**src/rtl/nic_csr_pkg.sv**
```systemverilog
// Shared constants for the Ethernet controller register port.
// Assumes a 16-bit host data path and four registers.
package nic_csr_pkg;
    localparam int DATA_W  = 16;
    localparam int CSR_CNT = 4;
    localparam int SEL_W   = $clog2(CSR_CNT);

    // Register indices
    typedef enum logic [SEL_W-1:0] {
        CSR_CMD     = 2'd0,
        CSR_BASE_LO = 2'd1,
        CSR_BASE_HI = 2'd2,
        CSR_BUS     = 2'd3
    } csr_idx_e;

    // Register 0 bit positions (the host software decodes these)
    localparam int B_ERR   = 15;
    localparam int B_BABL  = 14;
    localparam int B_LOST  = 12;
    localparam int B_MERR  = 11;
    localparam int B_RXD   = 10;
    localparam int B_TXD   = 9;
    localparam int B_IDONE = 8;
    localparam int B_INTR  = 7;
    localparam int B_IEN   = 6;
    localparam int B_RXON  = 5;
    localparam int B_TXON  = 4;
    localparam int B_STOP  = 2;
    localparam int B_STRT  = 1;
    localparam int B_INIT  = 0;

    localparam logic [DATA_W-1:0] FLAG_MASK = 16'h5F00;
    localparam logic [DATA_W-1:0] ERR_MASK  = 16'h5800;
endpackage

```
**src/rtl/nic_csr_sel.sv**
```systemverilog
// Register index holder and write-strobe decoder.
// Assumes a single host write strobe that is qualified by a port select.
module nic_csr_sel #(
    parameter int CSR_CNT = 4,
    localparam int SEL_W  = $clog2(CSR_CNT)
) (
    input  logic               clk,
    input  logic               rst_n,
    input  logic               host_wr,
    input  logic               host_port,
    input  logic [SEL_W-1:0]   idx_d,
    output logic [SEL_W-1:0]   sel_q,
    output logic [CSR_CNT-1:0] wr_hit
);
    // Capture a new register index on an address-port write
    always_ff @(posedge clk) begin
        if (!rst_n)
            sel_q <= '0;
        else if (host_wr && host_port)
            sel_q <= idx_d;
    end

    // One write strobe per register
    for (genvar i = 0; i < CSR_CNT; i++) begin : g_hit
        assign wr_hit[i] = host_wr & ~host_port & (sel_q == SEL_W'(i));
    end
endmodule

```
**src/rtl/nic_csr_cfg.sv**
```systemverilog
// Configuration registers: the base address halves and the bus-control bits.
// Writes are accepted only while the caller asserts 'unlocked' (stop state).
module nic_csr_cfg #(
    parameter int LO_W   = 16,
    parameter int HI_W   = 8,
    parameter int BCTL_W = 3
) (
    input  logic              clk,
    input  logic              rst_n,
    input  logic              unlocked,
    input  logic              wr_lo,
    input  logic              wr_hi,
    input  logic              wr_bus,
    input  logic [LO_W-1:0]   lo_d,
    input  logic [HI_W-1:0]   hi_d,
    input  logic [BCTL_W-1:0] bus_d,
    output logic [LO_W-1:0]   lo_q,
    output logic [HI_W-1:0]   hi_q,
    output logic [BCTL_W-1:0] bus_q
);
    // Store the base address and the bus control while stopped
    always_ff @(posedge clk) begin
        if (!rst_n) begin
            lo_q  <= '0;
            hi_q  <= '0;
            bus_q <= '0;
        end else if (unlocked) begin
            if (wr_lo)  lo_q  <= lo_d;
            if (wr_hi)  hi_q  <= hi_d;
            if (wr_bus) bus_q <= bus_d;
        end
    end
endmodule

```
**src/rtl/nic_csr_stat.sv**
```systemverilog
// Command/status register: sticky event flags (write-1-to-clear),
// command bits and the derived summary bits.
// Priority for a flag: stop clears, then event sets, then a write of 1 clears.
module nic_csr_stat
    import nic_csr_pkg::*;
(
    input  logic              clk,
    input  logic              rst_n,
    input  logic              wr_cmd,
    input  logic [DATA_W-1:0] wdata,
    input  logic [DATA_W-1:0] evt_set,
    output logic [DATA_W-1:0] csr0,
    output logic              irq,
    output logic              init_req,
    output logic              stopped
);
    logic [DATA_W-1:0] flag_q, flag_d;
    logic ien_q, rxon_q, txon_q, stop_q, strt_q, init_q;
    logic stop_cmd;

    assign stop_cmd = wr_cmd & wdata[B_STOP];

    // Next value of each flag; positions without a flag are tied off
    for (genvar i = 0; i < DATA_W; i++) begin : g_flag
        if (FLAG_MASK[i]) begin : g_live
            assign flag_d[i] = stop_cmd   ? 1'b0 :
                               evt_set[i] ? 1'b1 :
                               (wr_cmd && wdata[i]) ? 1'b0 : flag_q[i];
        end else begin : g_tied
            assign flag_d[i] = 1'b0;
        end
    end

    // Hold the sticky flags
    always_ff @(posedge clk) begin
        if (!rst_n) flag_q <= '0;
        else        flag_q <= flag_d;
    end

    // Command bits: stop dominates, init and start leave the stop state
    always_ff @(posedge clk) begin
        if (!rst_n) begin
            stop_q <= 1'b1;
            ien_q  <= 1'b0;
            rxon_q <= 1'b0;
            txon_q <= 1'b0;
            strt_q <= 1'b0;
            init_q <= 1'b0;
        end else if (stop_cmd) begin
            stop_q <= 1'b1;
            ien_q  <= 1'b0;
            rxon_q <= 1'b0;
            txon_q <= 1'b0;
            strt_q <= 1'b0;
            init_q <= 1'b0;
        end else if (wr_cmd) begin
            ien_q <= wdata[B_IEN];
            if (wdata[B_INIT] || wdata[B_STRT]) stop_q <= 1'b0;
            if (wdata[B_INIT]) init_q <= 1'b1;
            if (wdata[B_STRT]) begin
                strt_q <= 1'b1;
                rxon_q <= 1'b1;
                txon_q <= 1'b1;
            end
        end
    end

    // One-cycle request to fetch the initialisation block
    always_ff @(posedge clk) begin
        if (!rst_n) init_req <= 1'b0;
        else        init_req <= wr_cmd & wdata[B_INIT] & ~wdata[B_STOP];
    end

    // Assemble the register image and the summary bits
    always_comb begin
        csr0         = flag_q;
        csr0[B_ERR]  = |(flag_q & ERR_MASK);
        csr0[B_INTR] = |flag_q;
        csr0[B_IEN]  = ien_q;
        csr0[B_RXON] = rxon_q;
        csr0[B_TXON] = txon_q;
        csr0[B_STOP] = stop_q;
        csr0[B_STRT] = strt_q;
        csr0[B_INIT] = init_q;
    end

    assign irq     = csr0[B_INTR] & ien_q;
    assign stopped = stop_q;
endmodule

```
**src/rtl/nic_csr_port.sv**
```systemverilog
// Host register port of a simple Ethernet controller.
// The address port picks a register and the data port reaches it.
// The assertion checker is bound at the end of the file.
module nic_csr_port
    import nic_csr_pkg::*;
#(
    parameter int ADDR_W = 24,
    parameter int LO_W   = 16,
    parameter int BCTL_W = 3,
    localparam int HI_W  = ADDR_W - LO_W
) (
    input  logic              clk,
    input  logic              rst_n,
    input  logic              host_wr,
    input  logic              host_port,
    input  logic [DATA_W-1:0] host_wdata,
    output logic [DATA_W-1:0] host_rdata,
    input  logic [DATA_W-1:0] evt_set,
    output logic              irq,
    output logic [ADDR_W-1:0] init_base,
    output logic [BCTL_W-1:0] bus_ctl,
    output logic              rx_en,
    output logic              tx_en,
    output logic              init_req
);
    logic [SEL_W-1:0]   csr_sel;
    logic [CSR_CNT-1:0] wr_hit;
    logic [DATA_W-1:0]  csr0_q;
    logic               stopped;
    logic [LO_W-1:0]    base_lo;
    logic [HI_W-1:0]    base_hi;

    nic_csr_sel #(.CSR_CNT(CSR_CNT)) u_sel (
        .clk(clk), .rst_n(rst_n), .host_wr(host_wr), .host_port(host_port),
        .idx_d(host_wdata[SEL_W-1:0]), .sel_q(csr_sel), .wr_hit(wr_hit)
    );

    nic_csr_stat u_stat (
        .clk(clk), .rst_n(rst_n), .wr_cmd(wr_hit[CSR_CMD]), .wdata(host_wdata),
        .evt_set(evt_set), .csr0(csr0_q), .irq(irq), .init_req(init_req),
        .stopped(stopped)
    );

    nic_csr_cfg #(.LO_W(LO_W), .HI_W(HI_W), .BCTL_W(BCTL_W)) u_cfg (
        .clk(clk), .rst_n(rst_n), .unlocked(stopped),
        .wr_lo(wr_hit[CSR_BASE_LO]), .wr_hi(wr_hit[CSR_BASE_HI]),
        .wr_bus(wr_hit[CSR_BUS]),
        .lo_d(host_wdata[LO_W-1:0]), .hi_d(host_wdata[HI_W-1:0]),
        .bus_d(host_wdata[BCTL_W-1:0]),
        .lo_q(base_lo), .hi_q(base_hi), .bus_q(bus_ctl)
    );

    // Read multiplexer over the four registers
    always_comb begin
        case (csr_sel)
            CSR_CMD:     host_rdata = csr0_q;
            CSR_BASE_LO: host_rdata = DATA_W'(base_lo);
            CSR_BASE_HI: host_rdata = DATA_W'(base_hi);
            default:     host_rdata = DATA_W'(bus_ctl);
        endcase
    end

    assign init_base = {base_hi, base_lo};
    assign rx_en     = csr0_q[B_RXON];
    assign tx_en     = csr0_q[B_TXON];
endmodule

```
**config.mk**
```make
export PLATFORM = sky130hd
export DESIGN_NAME = nic_csr_port
export DESIGN_NICKNAME = d
export VERILOG_FILES = /design/src/rtl/nic_csr_pkg.sv /design/src/rtl/nic_csr_sel.sv /design/src/rtl/nic_csr_cfg.sv /design/src/rtl/nic_csr_stat.sv /design/src/rtl/nic_csr_port.sv
export SDC_FILE = /design/constraint.sdc
export NUM_CORES = 1
export LEC_CHECK = 0
export CORE_MARGIN = 8
export CORE_UTILIZATION = 35
export CTS_CLUSTER_SIZE = 12
export DETAILED_ROUTE_END_ITERATION = 6
export PLACE_DENSITY = 0.64
export SLEW_MARGIN = 20
export SYNTH_ARGS = -nofsm -noshare
export SYNTH_HDL_FRONTEND = slang
export SYNTH_HIERARCHICAL = 1
export SYNTH_SLANG_ARGS = --single-unit
```
**constraint.sdc**
```tcl
create_clock -name clk -period 1.76 [get_ports clk]
set_input_delay 0.264 -clock clk [delete_from_list [all_inputs] [get_ports clk]]
set_output_delay 0.264 -clock clk [all_outputs]
set_load 0.005 [all_outputs]
```
==> metrics.md, run 1 <==
| Metric | Value |
|---|---|
| Largest net degree at the start of global routing | 34 |
| Register area share after synthesis | 38.6% |
| Status | complete, but fails checks |
| Pleak | around 1.1 nW |
| Synthesized flop and latch total | 40 |
| Ant. Diodes | 0 |
| Root buffer cell | clkbuf_8 |
| PwrDens | between 600 and 700 nW/um^2 |
| Startpoint types | register |
| Largest family of logic cells by synthesized area | simple AND/OR/NAND/NOR gates |
| Worst VDD drop | between 0.0003 and 0.0004 V |
| Most common cell after layout, fill and taps aside | clkdlybuf4s50_1 |
| CTS H-Tree Depth | 2 |
| Maxcap violations | 0 |
| Finished Layout Cells | around 380 |
| Power, Total | about 2.0 mW |
| Starting density of the core | between 30% and 40% |
| Standard-cell rows | 28 |
| RSZ-0062 raised after global routing | true |
| Setup CP Type | reg -> out |
| Clock Latency Late Sink | approximately 0.28 ns |
| Dpl hpwl | 4450 um |
| Slack of the critical path | -0.223 ns |
| CP delay by family, top | simple AND/OR/NAND/NOR gates |
| Critical Path Max Stage Delay | 0.39 ns |
| Routed WL | 6380 um |
| DR DRC count | 0 |
| Area of the die | roughly 8600 um^2 |
| First-pass detailed-route iteration total | 4 |
| Number of routed nets with antenna violations | 0 |
| CTS tree | built |
| WP buf/inv | 1 |
| Worst Path Required | 1.50 ns |
| Compound-gate portion of the synthesized area | between 10% and 20% |
| Multiplexer share of the synthesized area | between 10% and 20% |
| Via count | 2,009 |
| Most frequent cells in the layout | 54 x clkdlybuf4s50_1, 37 x dfxtp_1, 29 x nand2_1, 29 x nand4_1, 26 x buf_4 |
| Core area | around 5800 um^2 |
| Post-Synth Adder-Cell Area | 0% |
| WL/cell | about 17 um |
| Post-layout min period | a little under 2 ns |
| Final setup viols | 2 |
| Post-placement worst setup slack | -0.263 ns |
| Worst path cell trace | or3_4 -> or4_1 -> mux2i_1 -> o2bb2ai_1 -> buf_2 |
| Final Skew | approximately 0.0035 ns |
| Top Ports | 83 |
| CTS sink cnt | 40 |
| Worst-path fanout max | 2 |
| Fmax | 0.504 GHz |
| Initial DRC Count | between 90 and 100 |
| Worst hold path type | reg -> reg |
| Global placement routability congestion | 0.781 |
| GRT overflow | 0 |
| Port Buf Inserts | approximately 70 |
| Netlist cell types | 31 |
| Max-slew violations | 0 |
| Gate Count Post-Synth | between 200 and 250 |
| GRT Resource Usage Total | roughly 15% |
| Mapped Area | 2070 um^2 |
| Global-route wire length before repair | approximately 10,000 um |
| Die Height | approximately 93 um |
| DP Cell Count | about 360 |
| Layout cells sized above 1 | approximately 24% |
| Worst relative slew slack | ~42% |
| Final layout net count | between 300 and 400 |
| Layout filler cell count | around 600 |
| Critical Path AT | between 1.5 and 2 ns |
| Worst-case clock buffer depth | 2 |
| Yosys warns | 6 |
| Number of global-route vias before repair | between 1,500 and 2,000 |
| Failing checks | setup timing |
| Mean Syn Cell Area | between 9 and 10 um^2 |
| Hold_buf cts | 0 |
| Vias per cell | approximately 5.3 |
| TritonCTS buffer count | 5 |
| Worst slew pin tran | 0.859 ns |
| Antenna violations before repair | 0 |
| Post-synthesis simple-gate area fraction | a little over a fifth |
| DIE WIDTH | 93.0 um |
| Crit share post-route | 113% |
| Clock-pin slew on the worst setup and hold paths | ~0.08 ns |
| Kind of end point of the critical path | output pin |
| Crit-path slowest cell | or4_1 |
| Area delta synth->final | 45.3% |
| Final number of hold-violating endpoints | 0 |
| Xor and xnor area share after synthesis | 0% |
-- layout make-up --
| cell class | instances | area (um^2) | area share [%] |
|---|---|---|---|
| multi-input combinational | 153 | 1060 | 35.2 |
| timing repair buffer | 102 | 941 | 31.2 |
| sequential | 40 | 810 | 26.9 |
| tap | 75 | 93.8 | 3.11 |
| clock buffer | 6 | 72.6 | 2.41 |
| clock inverter | 2 | 35.0 | 1.16 |
-- tightest hold or removal path, delay by kind of cell (launching register included) --
kind	cells	cell delay, ns
AO/OA/AOI/OAI	1	0.05
flip-flops	1	0.32
AND/OR/NAND/NOR	1	0.06
-- final timing paths --
| check | start | to | depth (start not counted) | slack, ns |
|---|---|---|---|---|
| setup / recovery | u_stat/flag_q[14]$_SDFFE_PP0P_ | host_rdata[7] | 5 | -0.22 |
| hold / removal | u_cfg/hi_q[5]$_SDFFE_PN0P_ | u_cfg/hi_q[5]$_SDFFE_PN0P_ | 2 | 0.46 |
| setup reg to reg | u_sel/sel_q[0]$_SDFFE_PN0P_ | u_stat/flag_q[12]$_SDFFE_PP0P_ | 5 | 0.08 |
| hold reg to reg | u_cfg/hi_q[5]$_SDFFE_PN0P_ | u_cfg/hi_q[5]$_SDFFE_PN0P_ | 2 | 0.46 |
-- flip-flops by register name, summed over array words and instances (netlist names), 2 cells and up --
signal,count
u_stat/flag_q,6
u_cfg/lo_q,16
u_cfg/bus_q,3
u_sel/sel_q,2
u_cfg/hi_q,8
-- cells in the mapped netlist --
library cell | n | area share, %
dfxtp_1 | 40 | 39
nand2_1 | 29 | 5.2
nand4_1 | 29 | 8.7
buf_4 | 15 | 5.4
o21ai_2 | 15 | 6.3
mux2i_1 | 14 | 6.8
nor2_1 | 11 | 2.0
o21ai_0 | 9 | 2.2
a21boi_0 | 7 | 2.5
buf_6 | 6 | 3.3
o21a_1 | 6 | 2.2
o21ai_1 | 6 | 1.4
o2bb2ai_1 | 5 | 2.1
buf_2 | 4 | 0.97
mux4_2 | 3 | 3.3
a21oi_1 | 2 | 0.48
and2_1 | 2 | 0.60
and2_4 | 2 | 0.84
and4bb_2 | 2 | 1.2
a21bo_2 | 1 | 0.48
a21o_1 | 1 | 0.36
and2b_2 | 1 | 0.42
and4b_1 | 1 | 0.48
and4b_2 | 1 | 0.54
buf_12 | 1 | 0.97
clkbuf_1 | 1 | 0.18
conb_1 | 1 | 0.18
nor4b_2 | 1 | 0.72
o41a_2 | 1 | 0.60
or3_4 | 1 | 0.54
or4_1 | 1 | 0.36
-- repair_timing --
item / 4_1_cts / 5_1_grt
pin swaps: 2 / 1
endpoints found under the setup margin: 23 / 10
resized for setup: 42 / 6
setup buffers: 7 / 2
-- per-layer routing --
metal | vias up | wire [um] | global-route usage, %
li1 | 959 | - | -
met1 | 950 | 2770 | 18.0
met2 | 92 | 3050 | 23.4
met3 | 8 | 465 | 4.49
met4 | 0 | 94 | 5.37
met5 | - | 0 | 0
-- cell families after synthesis --
kind of cell    Yosys count
mux                      17
compound gates           53
buf+inv                  27
simple gates             81
other cells               1
flops                    40
-- through the flow --
step | instance area [um^2] | hold slack (ns) | setup TNS [ns] | util, %
CTS | 2990 | 0.468 | -0.393 | 51.4
global placement | 2840 | 0.450 | -0.788 | 48.9
finish | 3010 | 0.464 | -0.322 | 51.8
global route | 3010 | 0.491 | -0.494 | 51.8
detailed placement | 2840 | 0.456 | -0.979 | 48.9
floorplan | 2080 | 0.388 | 0 | -
-- power by group --
group          leakage [nW]  total, mW  switching [mW]  internal, mW
Clock                0.0552      0.736           0.315         0.421
Combinational         0.749      0.365           0.162         0.203
Sequential            0.327      0.948          0.0203         0.928
Total                  1.13       2.05           0.497          1.55
Power figures use the tool's default switching activity.
==> run 2: changes to the inputs <==
ABC_AREA = 1   (was unset)
CTS_BUF_LIST = sky130_fd_sc_hd__clkbuf_2   (was unset)
==> run 2 against run 1 <==
  * The flow still finishes with violations (setup timing)
  * Sequential power up 3.6%
  * Synthesized area down 0.72%
  * Setup slack better by 0.21 ns
  * Critical path depth up 2
  * Design area up 7.8%
  * Clock skew up 0.012 ns
  * Highest routed layer unchanged
  * Synthesized cell count up 47%
  * Sequential cell count unchanged
==> metrics.md, run 2 <==
| Metric | Value |
|---|---|
| Biggest regs | u_cfg/lo_q (16), u_cfg/hi_q (8), u_stat/flag_q (6) |
| Initial DRC Count | 140 (+41%) |
| Layout filler cell count | 581 (-3.0%) |
| Worst hold path type | in -> reg |
| Number of routed nets with antenna violations | 0 (unchanged) |
| Global placement routability congestion | 0.752 (-3.6%) |
| Share of the synthesized area in the top cell type | 38.9% (+0.28 points) |
| Post-layout min period | 1.77 ns (-0.210 ns) |
| Asr flop ratio synth | 0% (unchanged) |
| CTS tree | built |
| Final setup viols | 2 (unchanged) |
| Setup CP Type | reg -> out |
| Gate Count Post-Synth | 321 (+47%) |
| Number of enable flip-flop cells after synthesis | 0 (unchanged) |
| Final layout net count | 463 (+37%) |
| RSZ-0062 raised after global routing | true |
| GRT Resource Usage Total | 15.0% (+0.39 points) |
| WL/cell | 13.0 um (-23%) |
| Top FF cell, synth | dfxtp_1 |
| Dpl hpwl | 4210 um (-5.4%) |
| Slack of the critical path | -0.0130 ns (+0.210 ns) |
| Netlist cell types | 20 (-35%) |
| Kind of end point of the critical path | output pin |
| Global-route wire length before repair | 10,300 um (+1.6%) |
| Worst-case clock buffer depth | 2 (unchanged) |
| DIE WIDTH | 92.7 um (-0.30%) |
| Startpoint types | register |
| Critical Path AT | 1.51 ns (-0.21 ns) |
| Most frequent cells in the layout | 102 x nand2_1, 68 x nor2_1, 55 x clkdlybuf4s50_1, 32 x inv_1, 32 x dfxtp_1 |
| Clock-pin slew on the worst setup and hold paths | 0.21 ns (+0.13 ns) |
| Worst setup path startpoint | u_sel/sel_q[1]$_SDFFE_PN0P_ |
| Ant. Diodes | 0 (unchanged) |
| R2R depth | 10 (+5) |
| Register area share after synthesis | 38.9% (+0.28 points) |
| Max reg flops | 16 (unchanged) |
| Sequential power share | 48.0% (+1.7 points) |
| Worst VDD drop | 0.000357 V (-7.5%) |
| Failing checks | setup timing |
| Clock Latency Late Sink | 0.39 ns (+0.11 ns) |
| Comb power frac | 26.0% (+8.2 points) |
| Worst Path Required | 1.50 ns (about the same) |
| Fin Hold WS | 0.433 ns (-0.0312 ns) |
| Switching power of the nets | 0.576 mW (+16%) |
| Area delta synth->final | 57.7% |
| TritonCTS buffer count | 5 (unchanged) |
| Synth top area cells | dfxtp_1 39%, nand2_1 21%, nor2_1 13% |
| Post-synth top cells | 115 x nand2_1, 69 x nor2_1, 40 x dfxtp_1 |
| Hold_buf cts | 0 (unchanged) |
| Port Buf Inserts | 72 (unchanged) |
| Final Skew | 0.0155 ns (+0.0121 ns) |
| Vias per cell | 4.39 (-17%) |
| Area of the die | 8600 um^2 (-0.59%) |
| Fmax | 0.564 GHz (+12%) |
| CTS H-Tree Depth | 2 (unchanged) |
| Routed WL | 6550 um (+2.7%) |
| Number of global-route vias before repair | 2,128 (+7.5%) |
| Die Height | 92.7 um (-0.30%) |
| First-pass detailed-route iteration total | 4 (unchanged) |
| Starting density of the core | 35.4% (-0.26 points) |
| Antenna violations before repair | 0 (unchanged) |
| DR DRC count | 0 (unchanged) |
| Via count | 2,210 (+10%) |
| Largest area contributor in the netlist | dfxtp_1 |
| Mapped Area | 2060 um^2 (-0.72%) |
| Pleak | 1.63 nW (+44%) |
| Crit path to | host_rdata[14] |
| P_int | 1.47 mW (-5.2%) |
| Maxcap violations | 0 (unchanged) |
| Max-slew violations | 0 (unchanged) |
| R2R Path End | u_cfg/lo_q[10]$_SDFFE_PN0P_ |
| Top Ports | 83 (unchanged) |
| Layout cells sized above 1 | 25.2% (+0.81 points) |
| PwrDens | 630 nW/um^2 (-7.3%) |
| Switching power share of the total | 28.1% (+3.9 points) |
| Final number of hold-violating endpoints | 0 (unchanged) |
| Standard-cell rows | 28 (unchanged) |
| Largest net degree at the start of global routing | 20 (-41%) |
| CTS sink cnt | 40 (unchanged) |
| Most common cell after layout, fill and taps aside | nand2_1 |
| Synthesized flop and latch total | 40 (unchanged) |
| Mean Syn Cell Area | 6.42 um^2 (-32%) |
| Top reg by flops | u_cfg/lo_q |
| GRT overflow | 0 (unchanged) |
| FF-to-FF Start | u_sel/sel_q[0]$_SDFFE_PN0P_ |
| Core area | 5820 um^2 (unchanged) |
| Root buffer cell | clkbuf_2 |
| Yosys warns | 6 (unchanged) |
| R2R Setup Slk | 0.12 ns (+0.04 ns) |
| Final core utilization | 55.9% (+4.0 points) |
| Clock Power Share | 26.1% (-9.8 points) |
| Worst-path fanout max | 4 (+2) |
| Status | complete, but fails checks |
| Most common cell in the netlist | nand2_1 |
| Crit share post-route | 101% (-12 points) |
[run 2: changes by cell type in the layout (fill, tap and decap cells not counted), moves of 16 or more]
cell | previous run | this run
buf_6 | 3 | 20
inv_1 | 0 | 32
nand2_1 | 29 | 102
nand2_2 | 0 | 16
nand4_1 | 29 | 3
nor2_1 | 11 | 68
[run 2: power groups by stage]
stage / Sequential [mW] / Clock (mW) / Combinational (mW)
after floorplan: 0.988 / 0 / 0.201
after global placement: 0.993 / 0 / 0.405
after detailed placement: 0.994 / 0 / 0.408
after CTS: 0.979 / 0.552 / 0.509
after global routing: 0.989 / 0.588 / 0.581
final: 0.982 / 0.533 / 0.531
[run 2: how the worst min path moves through the flow]
stage                                     from                     endpoint  slack (ns)  depth (start not counted)
CTS                             host_wdata[13]  u_cfg/lo_q[13]$_SDFFE_PN0P_        0.41                          3
global route                    host_wdata[13]  u_cfg/lo_q[13]$_SDFFE_PN0P_        0.40                          3
floorplan                        host_wdata[2]   u_stat/init_req$_SDFF_PN0_        0.33                          1
global placement    u_stat/init_q$_SDFFE_PP0P_   u_stat/init_q$_SDFFE_PP0P_        0.47                          2
detailed placement  u_stat/init_q$_SDFFE_PP0P_   u_stat/init_q$_SDFFE_PP0P_        0.47                          2
finish                          host_wdata[13]  u_cfg/lo_q[13]$_SDFFE_PN0P_        0.43                          3
[run 2: metal layers]
| layer | vias up | part of all wire [%] | GRT usage, % |
|---|---|---|---|
| li1 | 1159 | - | - |
| met3 | 4 | 6.8 | 4.45 |
| met4 | 0 | 1.1 | 5.10 |
| met1 | 978 | 44 | 18.1 |
| met2 | 69 | 48 | 24.8 |
| met5 | - | 0 | 0 |
[run 2: worst max-delay path, cell delays in order, from the launching register on]
cell,delay [ns]
dfxtp_4,0.41
buf_16,0.15
nor2_8,0.14
buf_6,0.13
buf_4,0.10
nand2_1,0.04
nand2_1,0.06
buf_2,0.11
[run 2: repair_timing]
action / 4_1_cts / 5_1_grt
gates resized for setup: 94 / 24
gates cloned: 3 / 0
pin swaps: 14 / 14
setup buffers: 32 / 3
endpoints found under the setup margin: 17 / 19
[run 2: stage by stage]
step / power (mW) / area [um^2] / setup slack [ns] / setup TNS, ns / instances
after CTS: 2.04 / 3170 / -0.0989 / -0.719 / 501
after detailed placement: 1.40 / 2830 / -0.0197 / -0.0197 / 462
after global placement: 1.40 / 2830 / -0.0181 / -0.0181 / 462
final: 2.05 / 3250 / -0.0130 / -0.0173 / 503
after floorplan: 1.19 / 2060 / 0.576 / 0 / 322
after global routing: 2.16 / 3250 / -0.127 / -1.28 / 503
[run 2: logic make-up (layout without fill, tap and decap cells)]
group / Yosys count / in the layout / share of synthesized area [%]
AOI/OAI and AO/OA: 9 / 9 / 2.19
and+or+nand+nor: 216 / 218 / 44.1
DFF: 40 / 40 / 38.9
buffers and inverters: 55 / 159 / 14.6
other: 1 / 2 / 0.182
[run 2: area by class of cell]
| type | count | area, um^2 | share of cell area [%] |
|---|---|---|---|
| repair buffers | 116 | 1070 | 33.0 |
| multi-input cells | 229 | 1060 | 32.8 |
| flip-flops and latches | 40 | 816 | 25.1 |
| inverters | 35 | 139 | 4.28 |
| well taps | 75 | 93.8 | 2.89 |
| clock inverters | 3 | 37.5 | 1.16 |
| clock buffers | 5 | 25.0 | 0.770 |
==> run 3: changes to the inputs <==
CAP_MARGIN = 0   (was unset)
==> results of run 3 <==
Same layout as run 2: the final DEF is identical, and so are final timing and power.
